### src/rtl/supv_pkg.sv
package supv_pkg;

    // Watchdog period select encoding; the 2'b11 code turns the watchdog off.
    typedef enum logic [1:0] {
        PSEL_LONG  = 2'b00,
        PSEL_MID   = 2'b01,
        PSEL_SHORT = 2'b10,
        PSEL_OFF   = 2'b11
    } period_sel_e;

    // Reason the reset hold is currently active.
    typedef enum logic [1:0] {
        CAUSE_NONE   = 2'b00,
        CAUSE_SUPPLY = 2'b01,
        CAUSE_WDOG   = 2'b10,
        CAUSE_POR    = 2'b11
    } hold_cause_e;

    // Events passed from the watchdog to the hold timer.
    typedef struct packed {
        logic trip;
        logic rewind;
    } wd_event_t;

    // Bits needed for a counter that runs from 0 to n-1.
    function automatic int unsigned cnt_bits(int unsigned n);
        return (n < 2) ? 1 : $clog2(n);
    endfunction

    function automatic int unsigned max3(int unsigned a, int unsigned b, int unsigned c);
        int unsigned m;
        m = (a > b) ? a : b;
        return (m > c) ? m : c;
    endfunction

    // Timeout length for a select code; 0 means disabled.
    function automatic int unsigned pick_limit(period_sel_e s, int unsigned lng,
                                               int unsigned mid, int unsigned sht);
        case (s)
            PSEL_LONG:  return lng;
            PSEL_MID:   return mid;
            PSEL_SHORT: return sht;
            default:    return 0;
        endcase
    endfunction

endpackage

### src/rtl/supv_kick_sync.sv
module supv_kick_sync #(
    parameter int unsigned STAGES = 2
) (
    input  logic clk,
    input  logic rst,
    input  logic kick_i,
    output logic fall_o
);
    // sh[0..STAGES-1] form the synchronizer, sh[STAGES] holds the prior value.
    logic [STAGES:0] sh;

    always_ff @(posedge clk) begin
        if (rst) begin
            sh <= '0;
        end else begin
            sh <= {sh[STAGES-1:0], kick_i};
        end
    end

    assign fall_o = sh[STAGES] & ~sh[STAGES-1];

    // an edge pulse lasts exactly one cycle
    a_r5_single_pulse: assert property (@(posedge clk) disable iff (rst)
        fall_o |=> !fall_o);

endmodule

### src/rtl/supv_watchdog.sv
module supv_watchdog
    import supv_pkg::*;
#(
    parameter int unsigned LONG_CYC  = 140_000_000,
    parameter int unsigned MID_CYC   = 60_000_000,
    parameter int unsigned SHORT_CYC = 15_000_000
) (
    input  logic        clk,
    input  logic        rst,
    input  logic        hold_i,
    input  logic [1:0]  sel_i,
    input  logic        kick_fall_i,
    output wd_event_t   evt_o
);
    localparam int unsigned MAX_CYC = max3(LONG_CYC, MID_CYC, SHORT_CYC);
    localparam int unsigned CW      = cnt_bits(MAX_CYC);

    period_sel_e   sel_e;
    period_sel_e   sel_q;
    logic [CW-1:0] cnt_q;
    logic [CW-1:0] last_cnt;
    int unsigned   lim;

    assign sel_e    = period_sel_e'(sel_i);
    assign lim      = pick_limit(sel_e, LONG_CYC, MID_CYC, SHORT_CYC);
    assign last_cnt = CW'(lim - 1);

    always_comb begin
        evt_o.rewind = hold_i | (sel_e == PSEL_OFF) | kick_fall_i | (sel_e != sel_q);
        evt_o.trip   = !evt_o.rewind && (cnt_q == last_cnt);
    end

    always_ff @(posedge clk) begin
        if (rst) begin
            cnt_q <= '0;
            sel_q <= PSEL_OFF;
        end else begin
            sel_q <= sel_e;
            if (evt_o.rewind || evt_o.trip) begin
                cnt_q <= '0;
            end else begin
                cnt_q <= cnt_q + CW'(1);
            end
        end
    end

    // count parked while reset holds
    a_r9_idle_in_hold: assert property (@(posedge clk) disable iff (rst)
        hold_i |=> (cnt_q == '0));
    // select change rewinds
    a_r8_sel_change_rewinds: assert property (@(posedge clk) disable iff (rst)
        (sel_e != sel_q) |=> (cnt_q == '0));
    // disabled code keeps the count at zero
    a_r7_off_idle: assert property (@(posedge clk) disable iff (rst)
        (sel_e == PSEL_OFF) |=> (cnt_q == '0));
    // kick rewinds
    a_r5_kick_rewinds: assert property (@(posedge clk) disable iff (rst)
        kick_fall_i |=> (cnt_q == '0));

endmodule

### src/rtl/supv_hold_timer.sv
module supv_hold_timer
    import supv_pkg::*;
#(
    parameter int unsigned HOLD_CYC = 20_000_000
) (
    input  logic      clk,
    input  logic      rst,
    input  logic      supply_low_i,
    input  wd_event_t evt_i,
    output logic      hold_o,
    output logic      wd_cause_o
);
    localparam int unsigned   CW   = cnt_bits(HOLD_CYC);
    localparam logic [CW-1:0] LAST = CW'(HOLD_CYC - 1);

    typedef struct packed {
        logic          active;
        hold_cause_e   cause;
        logic [CW-1:0] cnt;
    } hold_state_t;

    hold_state_t cur, nxt;

    always_comb begin
        nxt = cur;
        if (supply_low_i) begin
            nxt.active = 1'b1;
            nxt.cause  = CAUSE_SUPPLY;
            nxt.cnt    = '0;
        end else if (evt_i.trip) begin
            nxt.active = 1'b1;
            nxt.cause  = CAUSE_WDOG;
            nxt.cnt    = '0;
        end else if (cur.active) begin
            if (cur.cnt == LAST) begin
                nxt.active = 1'b0;
                nxt.cause  = CAUSE_NONE;
                nxt.cnt    = '0;
            end else begin
                nxt.cnt = cur.cnt + CW'(1);
            end
        end
    end

    always_ff @(posedge clk) begin
        if (rst) begin
            cur.active <= 1'b1;
            cur.cause  <= CAUSE_POR;
            cur.cnt    <= '0;
        end else begin
            cur <= nxt;
        end
    end

    assign hold_o     = cur.active;
    assign wd_cause_o = cur.active && (cur.cause == CAUSE_WDOG);

    // low supply forces reset
    a_r1_low_holds: assert property (@(posedge clk) disable iff (rst)
        supply_low_i |=> hold_o);
    // low supply rewinds the hold count
    a_r3_low_rewinds: assert property (@(posedge clk) disable iff (rst)
        supply_low_i |=> (cur.cnt == '0));
    // release only after a good-supply edge
    a_r2_release_after_good: assert property (@(posedge clk) disable iff (rst)
        $fell(hold_o) |-> $past(!supply_low_i));
    // supply cause never flagged as watchdog expiry
    a_r10_supply_not_wdog: assert property (@(posedge clk) disable iff (rst)
        supply_low_i |=> !wd_cause_o);

endmodule

### src/rtl/supv_reset_wdog.sv
module supv_reset_wdog
    import supv_pkg::*;
#(
    parameter int unsigned HOLD_CYC  = 20_000_000,
    parameter int unsigned LONG_CYC  = 140_000_000,
    parameter int unsigned MID_CYC   = 60_000_000,
    parameter int unsigned SHORT_CYC = 15_000_000,
    parameter int unsigned SYNC_STAGES = 2
) (
    input  logic       clk,
    input  logic       rst,
    input  logic       supply_low_i,
    input  logic       kick_i,
    input  logic [1:0] period_sel_i,
    output logic       sys_reset_o,
    output logic       wdog_expired_o
);
    logic      kick_fall;
    logic      hold;
    wd_event_t wd_evt;

    supv_kick_sync #(.STAGES(SYNC_STAGES)) u_sync (
        .clk    (clk),
        .rst    (rst),
        .kick_i (kick_i),
        .fall_o (kick_fall)
    );

    supv_watchdog #(
        .LONG_CYC  (LONG_CYC),
        .MID_CYC   (MID_CYC),
        .SHORT_CYC (SHORT_CYC)
    ) u_wdog (
        .clk         (clk),
        .rst         (rst),
        .hold_i      (hold),
        .sel_i       (period_sel_i),
        .kick_fall_i (kick_fall),
        .evt_o       (wd_evt)
    );

    supv_hold_timer #(.HOLD_CYC(HOLD_CYC)) u_hold (
        .clk          (clk),
        .rst          (rst),
        .supply_low_i (supply_low_i),
        .evt_i        (wd_evt),
        .hold_o       (hold),
        .wd_cause_o   (wdog_expired_o)
    );

    assign sys_reset_o = hold;

    // a timeout enters a watchdog-flagged reset
    a_r6_trip_resets: assert property (@(posedge clk) disable iff (rst)
        (wd_evt.trip && !supply_low_i) |=> (sys_reset_o && wdog_expired_o));

endmodule

### config.mk
export PLATFORM = sky130hd
export DESIGN_NAME = supv_reset_wdog
export DESIGN_NICKNAME = d
export VERILOG_FILES = /design/src/rtl/supv_pkg.sv /design/src/rtl/supv_kick_sync.sv /design/src/rtl/supv_watchdog.sv /design/src/rtl/supv_hold_timer.sv /design/src/rtl/supv_reset_wdog.sv
export SDC_FILE = /design/constraint.sdc
export NUM_CORES = 1
export LEC_CHECK = 0
export ABC_AREA = 1
export ABC_CLOCK_PERIOD_IN_PS = 4050
export BUFFER_PORTS_ARGS = -buffer_cell sky130_fd_sc_hd__buf_4
export CAP_MARGIN = 5
export CELL_PAD_IN_SITES_DETAIL_PLACEMENT = 1
export CELL_PAD_IN_SITES_GLOBAL_PLACEMENT = 2
export CORE_ASPECT_RATIO = 1.4
export CORE_MARGIN = 3
export CORE_UTILIZATION = 37
export CTS_CLUSTER_DIAMETER = 150
export DETAILED_ROUTE_END_ITERATION = 8
export GPL_ROUTABILITY_DRIVEN = 0
export PLACE_DENSITY = 0.93
export SLEW_MARGIN = 40
export SYNTH_ARGS = -nofsm -noshare
export SYNTH_HDL_FRONTEND = slang
export SYNTH_HIERARCHICAL = 1
export SYNTH_SLANG_ARGS = --single-unit
### constraint.sdc
create_clock -name clk -period 4.05 [get_ports clk]
set_clock_uncertainty 0.15 [all_clocks]
set_input_delay 0 -clock clk [delete_from_list [all_inputs] [get_ports clk]]
set_output_delay 0 -clock clk [all_outputs]
set_load 0.05 [all_outputs]
**After elaboration in Yosys (flattened, before gate mapping)**

Index checks and enable logic that the tools add are counted.

- Word-level logic and storage cells: 42
- Output and inout bits: 2
- Register bits: 61

- Add/sub/neg operators: 3
- Bitwise logic cells: 5
- Multiplexer cells: 6
- Equal/unequal tests: 7
- Reduce and logical (&&, ||, !) cells: 14

Operators by type and width:

| kind | count |
|---|---|
| 28-bit one-hot mux with 3 select lines | 1 |
| 27-bit two-way mux | 2 |
| 28-bit by 1-bit adder with 28-bit output (second input constant) | 1 |
| 28-bit equality test | 1 |
| 28-bit two-way mux | 1 |
| 28-bit by 1-bit subtractor with 28-bit output (second input constant) | 1 |
| 25-bit by 1-bit adder with 25-bit output (second input constant) | 1 |
| 25-bit equality test (second input constant) | 1 |
| 25-bit two-way mux | 1 |
| 2-bit equality test (second input constant) | 3 |
| 3-bit nonzero test | 2 |
| 2-bit AND reduction | 2 |
| 2-bit nonzero test | 2 |
| 2-bit OR reduction | 2 |
| 3-bit two-way mux | 1 |
| 1-bit OR | 3 |
| 3-bit OR reduction | 1 |
| 2-bit by 1-bit equality test with 1-bit output (second input constant) | 1 |
| 1-bit logical AND | 2 |
| 2-bit zero test | 1 |
| 2-bit != test | 1 |
| 1-bit AND | 1 |
| 1-bit zero test | 1 |
| 1-bit logical OR | 1 |
| 1-bit NOT | 1 |

**Depth between registers and ports, before layout**

- Word-level depth: 8
- Gate-level depth with buffers: 18

**Modules after synthesis**

The synthesis kept the hierarchy.

By module, submodules not included:

| module | instances | area each (um^2) | cells an instance |
|---|---|---|---|
| supv_watchdog | 1 | 1920.6 | 294 |
| supv_hold_timer | 1 | 1577.8 | 254 |
| supv_kick_sync | 1 | 92.6 | 11 |

**Worst setup path before layout**

No wires, ideal clock.

- Path type: flip-flop to flip-flop
- From: register u_wdog.cnt_q[0]
- To: register u_hold/cur[4] (netlist bit)
- Cell stages (with the launch flop): 12
- Data arrival time: 1694 ps
- Setup slack: 2071 ps
- Data required time: 3766 ps
- Period minus slack after synthesis: 1979 ps
- Setup time: 134 ps
- Cell sequence: dfxtp_1 ha_1 nand3_2 nor2_4 nand3_1 nor2_1 nand2_1 nor2_1 inv_1 nand2_1 clkbuf_1 a211oi_1

RTL lines:

| item | line | RTL |
|---|---|---|
| start: declaration | supv_watchdog.sv:20 | `logic [CW-1:0] cnt_q;` |
| start signal: assignment | supv_watchdog.sv:42 | `cnt_q <= cnt_q + CW'(1);` |
| end signal: assignment | supv_hold_timer.sv:51 | `cur <= nxt;` |
| end: declaration | supv_hold_timer.sv:22 | `hold_state_t cur, nxt;` |

==> run_results.csv <==
group,metric,value,unit
run_status,status,"completed",
timing,period_share,76.1,%
setup_path,cp.required,4.12,ns
cells_and_area,stdcell_count,687,
floorplan,initial_core_util,38.9,%
power,cellPowerDensity,332,mW/mm^2
synth,yosys_warnings,6,
timing,drv_slew,0,
global_routing,gr-total-overflow,0,
detailed_routing,drc,0,
floorplan,die_area,0.0109,mm^2
cells_and_area,num_antenna_cells,0,
setup_path,critical_path.cell_chain,"dlygate4sd3_1 > buf_4 > inv_1 > ha_1 > inv_1 > nand2_1 > nand2_1 > o21ai_1 > nand2_1 > nor2_1 > nand2_1 > nor2_1 > inv_1 > nand2_1 > inv_1 > nand2_1 > inv_1 > nand2_1 > nor2_1",
global_routing,top_usage_layer,"met2",
synth,synth_top_family_by_area,"simple AND/OR/NAND/NOR gates",
clock_network,cts_buffer_depth,2,
place,port_buffers,7,
clock_network,post_cts_buffers,0,
synth,yosysTopAreaCellShare,34.0,%
clock_network,cts_hold_buffers,5,
global_routing,grt_pass1_wl,17.0,mm
synth,ys_seq_elements,61,
setup_path,cp_max_fo,11,
cells_and_area,fillCellCount,1256,
timing,hold_violations,0,
synth,muxShareOfSynthArea,0,%
cells_and_area,syn_to_final_growth,12.3,%
synth,synth.largest_area_cell,"dfxtp_1",
synth,syn_area,0.00359,mm^2
place,placed_cell_area,0.00372,mm^2
synth,syn_area_per_cell,6.42,um^2
synth,yosysSeqAreaShare,34.0,%
clock_network,cts_tree,"done",
job,maxCapViolCount,0,
timing,max_freq,325,MHz
floorplan,floorplan.rows,41,
timing,worst_slew_pin_slew,0.669,ns
synth,synth_xor_area_share,6.83,%
clock_network,clkLatencyLatePin,0.33,ns
global_routing,antenna_found_initial,0,
setup_path,critPathMostFrequentCell,"nand2_1",
synth,synthAdderAreaFrac,2.44,%
detailed_routing,firstDrtPassIters,4,
synth,postSynthCellCount,559,
setup_path,critPathLaunchType,"input port",
setup_path,critical_path_buf_inv_count,7,
synth,yosys-top-cells-area,"dfxtp_1 (34%), nand2_1 (16%), nor2_1 (12%)",
clock_network,cts.sinks,61,
synth,synth-compound-area-share,2.65,%
detailed_routing,routedWlPerCell,14.7,um
place,placed_cells,667,
setup_path,setup.worst_path.end_class,"register",
detailed_routing,ant_nets,0,
detailed_routing,vias,3410,
timing,setup_viol,0,
place,place_hpwl,7.98,mm
setup_path,cp_slowest_stage_delay,0.55,ns
setup_path,arrival,3.15,ns
setup_path,path_delay_family,"simple AND/OR/NAND/NOR gates",
floorplan,ios,8,
global_routing,grt_use_total,20.2,%
setup_path,path_class,"in2reg",
detailed_routing,routed_wl,10.1,mm
timing,relSlewSlack,55.3,%
global_routing,grt_use_met3,2.75,%
timing,tns,0,ns
floorplan,die-height,123,um
cells_and_area,final_cell_area,0.00403,mm^2
clock_network,clk_pin_slew_worst_paths,0.05,ns
clock_network,cts_buffers,9,
cells_and_area,final_nets,589,
global_routing,grt_pass1_vias,3690,
global_routing,grtUsageMet2,39.1,%
timing,grt_setup_unrepaired,"false",
clock_network,cts_resized,0,
cells_and_area,drive_gt1_share,8.97,%
clock_network,h-tree-depth,3,
worst_hold_path,hold_class,"reg2reg",
floorplan,dieWidth,89.3,um
cells_and_area,final_core_util,43.7,%
synth,synth-simple-area-share,44.6,%
power,ir_worst_vdd,0.206,mV
synth,yosysUniqueCellTypes,31,
detailed_routing,drt_first_iter_violations,86,
global_routing,grt_max_degree,28,
floorplan,core_area,0.00923,mm^2
clock_network,cts_root_buf,"clkbuf_16",
synth,syn_nets,572,
timing,fin_crit,3.08,ns
power,p_leak,1.59,nW
detailed_routing,routed_via_density,4.96,
setup_path,critPathSlowestCell,"dlygate4sd3_1",
global_routing,use_met1,20.2,%
==> worst reg2reg max path, stage by stage, from the launching register on <==
cell and delay [ns]:
dfxtp_1 0.40, ha_1 0.22, nand3_2 0.11, nor2_4 0.18, nand3_1 0.11, nor2_1 0.12
nand2_1 0.12, nor2_1 0.14, inv_1 0.06, nand2_1 0.29, inv_1 0.13, nand2_1 0.40
inv_1 0.19, nand2_1 0.11, nor2_1 0.05
==> cells in the mapped netlist, drive strengths merged <==
master / number
xor2: 18
nand3: 43
or2: 3
dfxtp: 61
nor3: 19
xnor2: 10
nor2: 131
buf: 4
a211oi: 1
ha: 7
nand3b: 1
a21o: 1
a21oi: 7
and3: 1
clkbuf: 2
nand4: 7
inv: 76
nand2: 158
o21ai: 9
==> stage by stage <==
step           setup WS [ns]  hold slack [ns]  total power [W]
4_1_cts                0.890            0.271          0.00136
6_report               0.970            0.268          0.00134
3_3_place_gp            1.23           0.0580         0.000665
3_5_place_dp            1.07           0.0739         0.000667
2_1_floorplan           2.07          -0.0831         0.000652
5_1_grt                0.566            0.283          0.00139
==> cell families after synthesis <==
group | after synthesis
and+or+nand+nor | 363
buffers and inverters | 82
DFF | 61
xor gates and xnor gates | 28
AOI/OAI and AO/OA | 18
adders and majority gates | 7
==> power breakdown <==
part           internal [W]  switching, W  total [W]
Combinational     0.0000198     0.0000307  0.0000504
Sequential         0.000606    0.00000225   0.000608
Clock              0.000425      0.000256   0.000681
Total               0.00105      0.000289    0.00134
==> placed cells by master (no fill, tap or decap), types with 9 or more instances in the layout <==
cell and n:
clkbuf_16 9, dfxtp_1 61, inv_1 75, nand2_1 153, nand3_1 40, nor2_1 112, nor2_2 14, nor3_1 16
xnor2_1 10, xor2_1 18
==> sequential cells by signal, summed over array words and instances, names as in the netlist <==
signal	cells
u_wdog/sel_q	2
u_sync/sh	3
u_hold/cur	27
u_wdog/cnt_q	28
u_hold/hold_o	1
==> layer usage <==
metal	vias to the layer above	share of wire, %
met5	-	0
met4	0	2.6
li1	1753	-
met3	18	1.4
met2	26	57
met1	1613	39
==> cell type report <==
cell class / instances / area [um^2] / share of cell area (%)
clock inverter: 2 / 10.0 / 0.248
sequential: 61 / 1220 / 30.3
clock buffer: 13 / 250 / 6.20
tap: 107 / 134 / 3.32
inverter: 76 / 285 / 7.07
multi-input combinational: 416 / 2030 / 50.3
timing repair buffer: 12 / 103 / 2.54
==> final timing paths <==
kind | start | to | depth (start not counted) | slack [ns]
worst max register to register | u_wdog/cnt_q[0] | u_hold/cur[10] | 14 | 1.17
worst min register to register | u_sync/sh[0] | u_sync/sh[1] | 2 | 0.27
worst max-delay path | period_sel_i[0] | u_hold/cur[10] | 19 | 0.97
worst min-delay path | u_sync/sh[0] | u_sync/sh[1] | 2 | 0.27
Note: power is estimated with default switching activity, not from simulation.
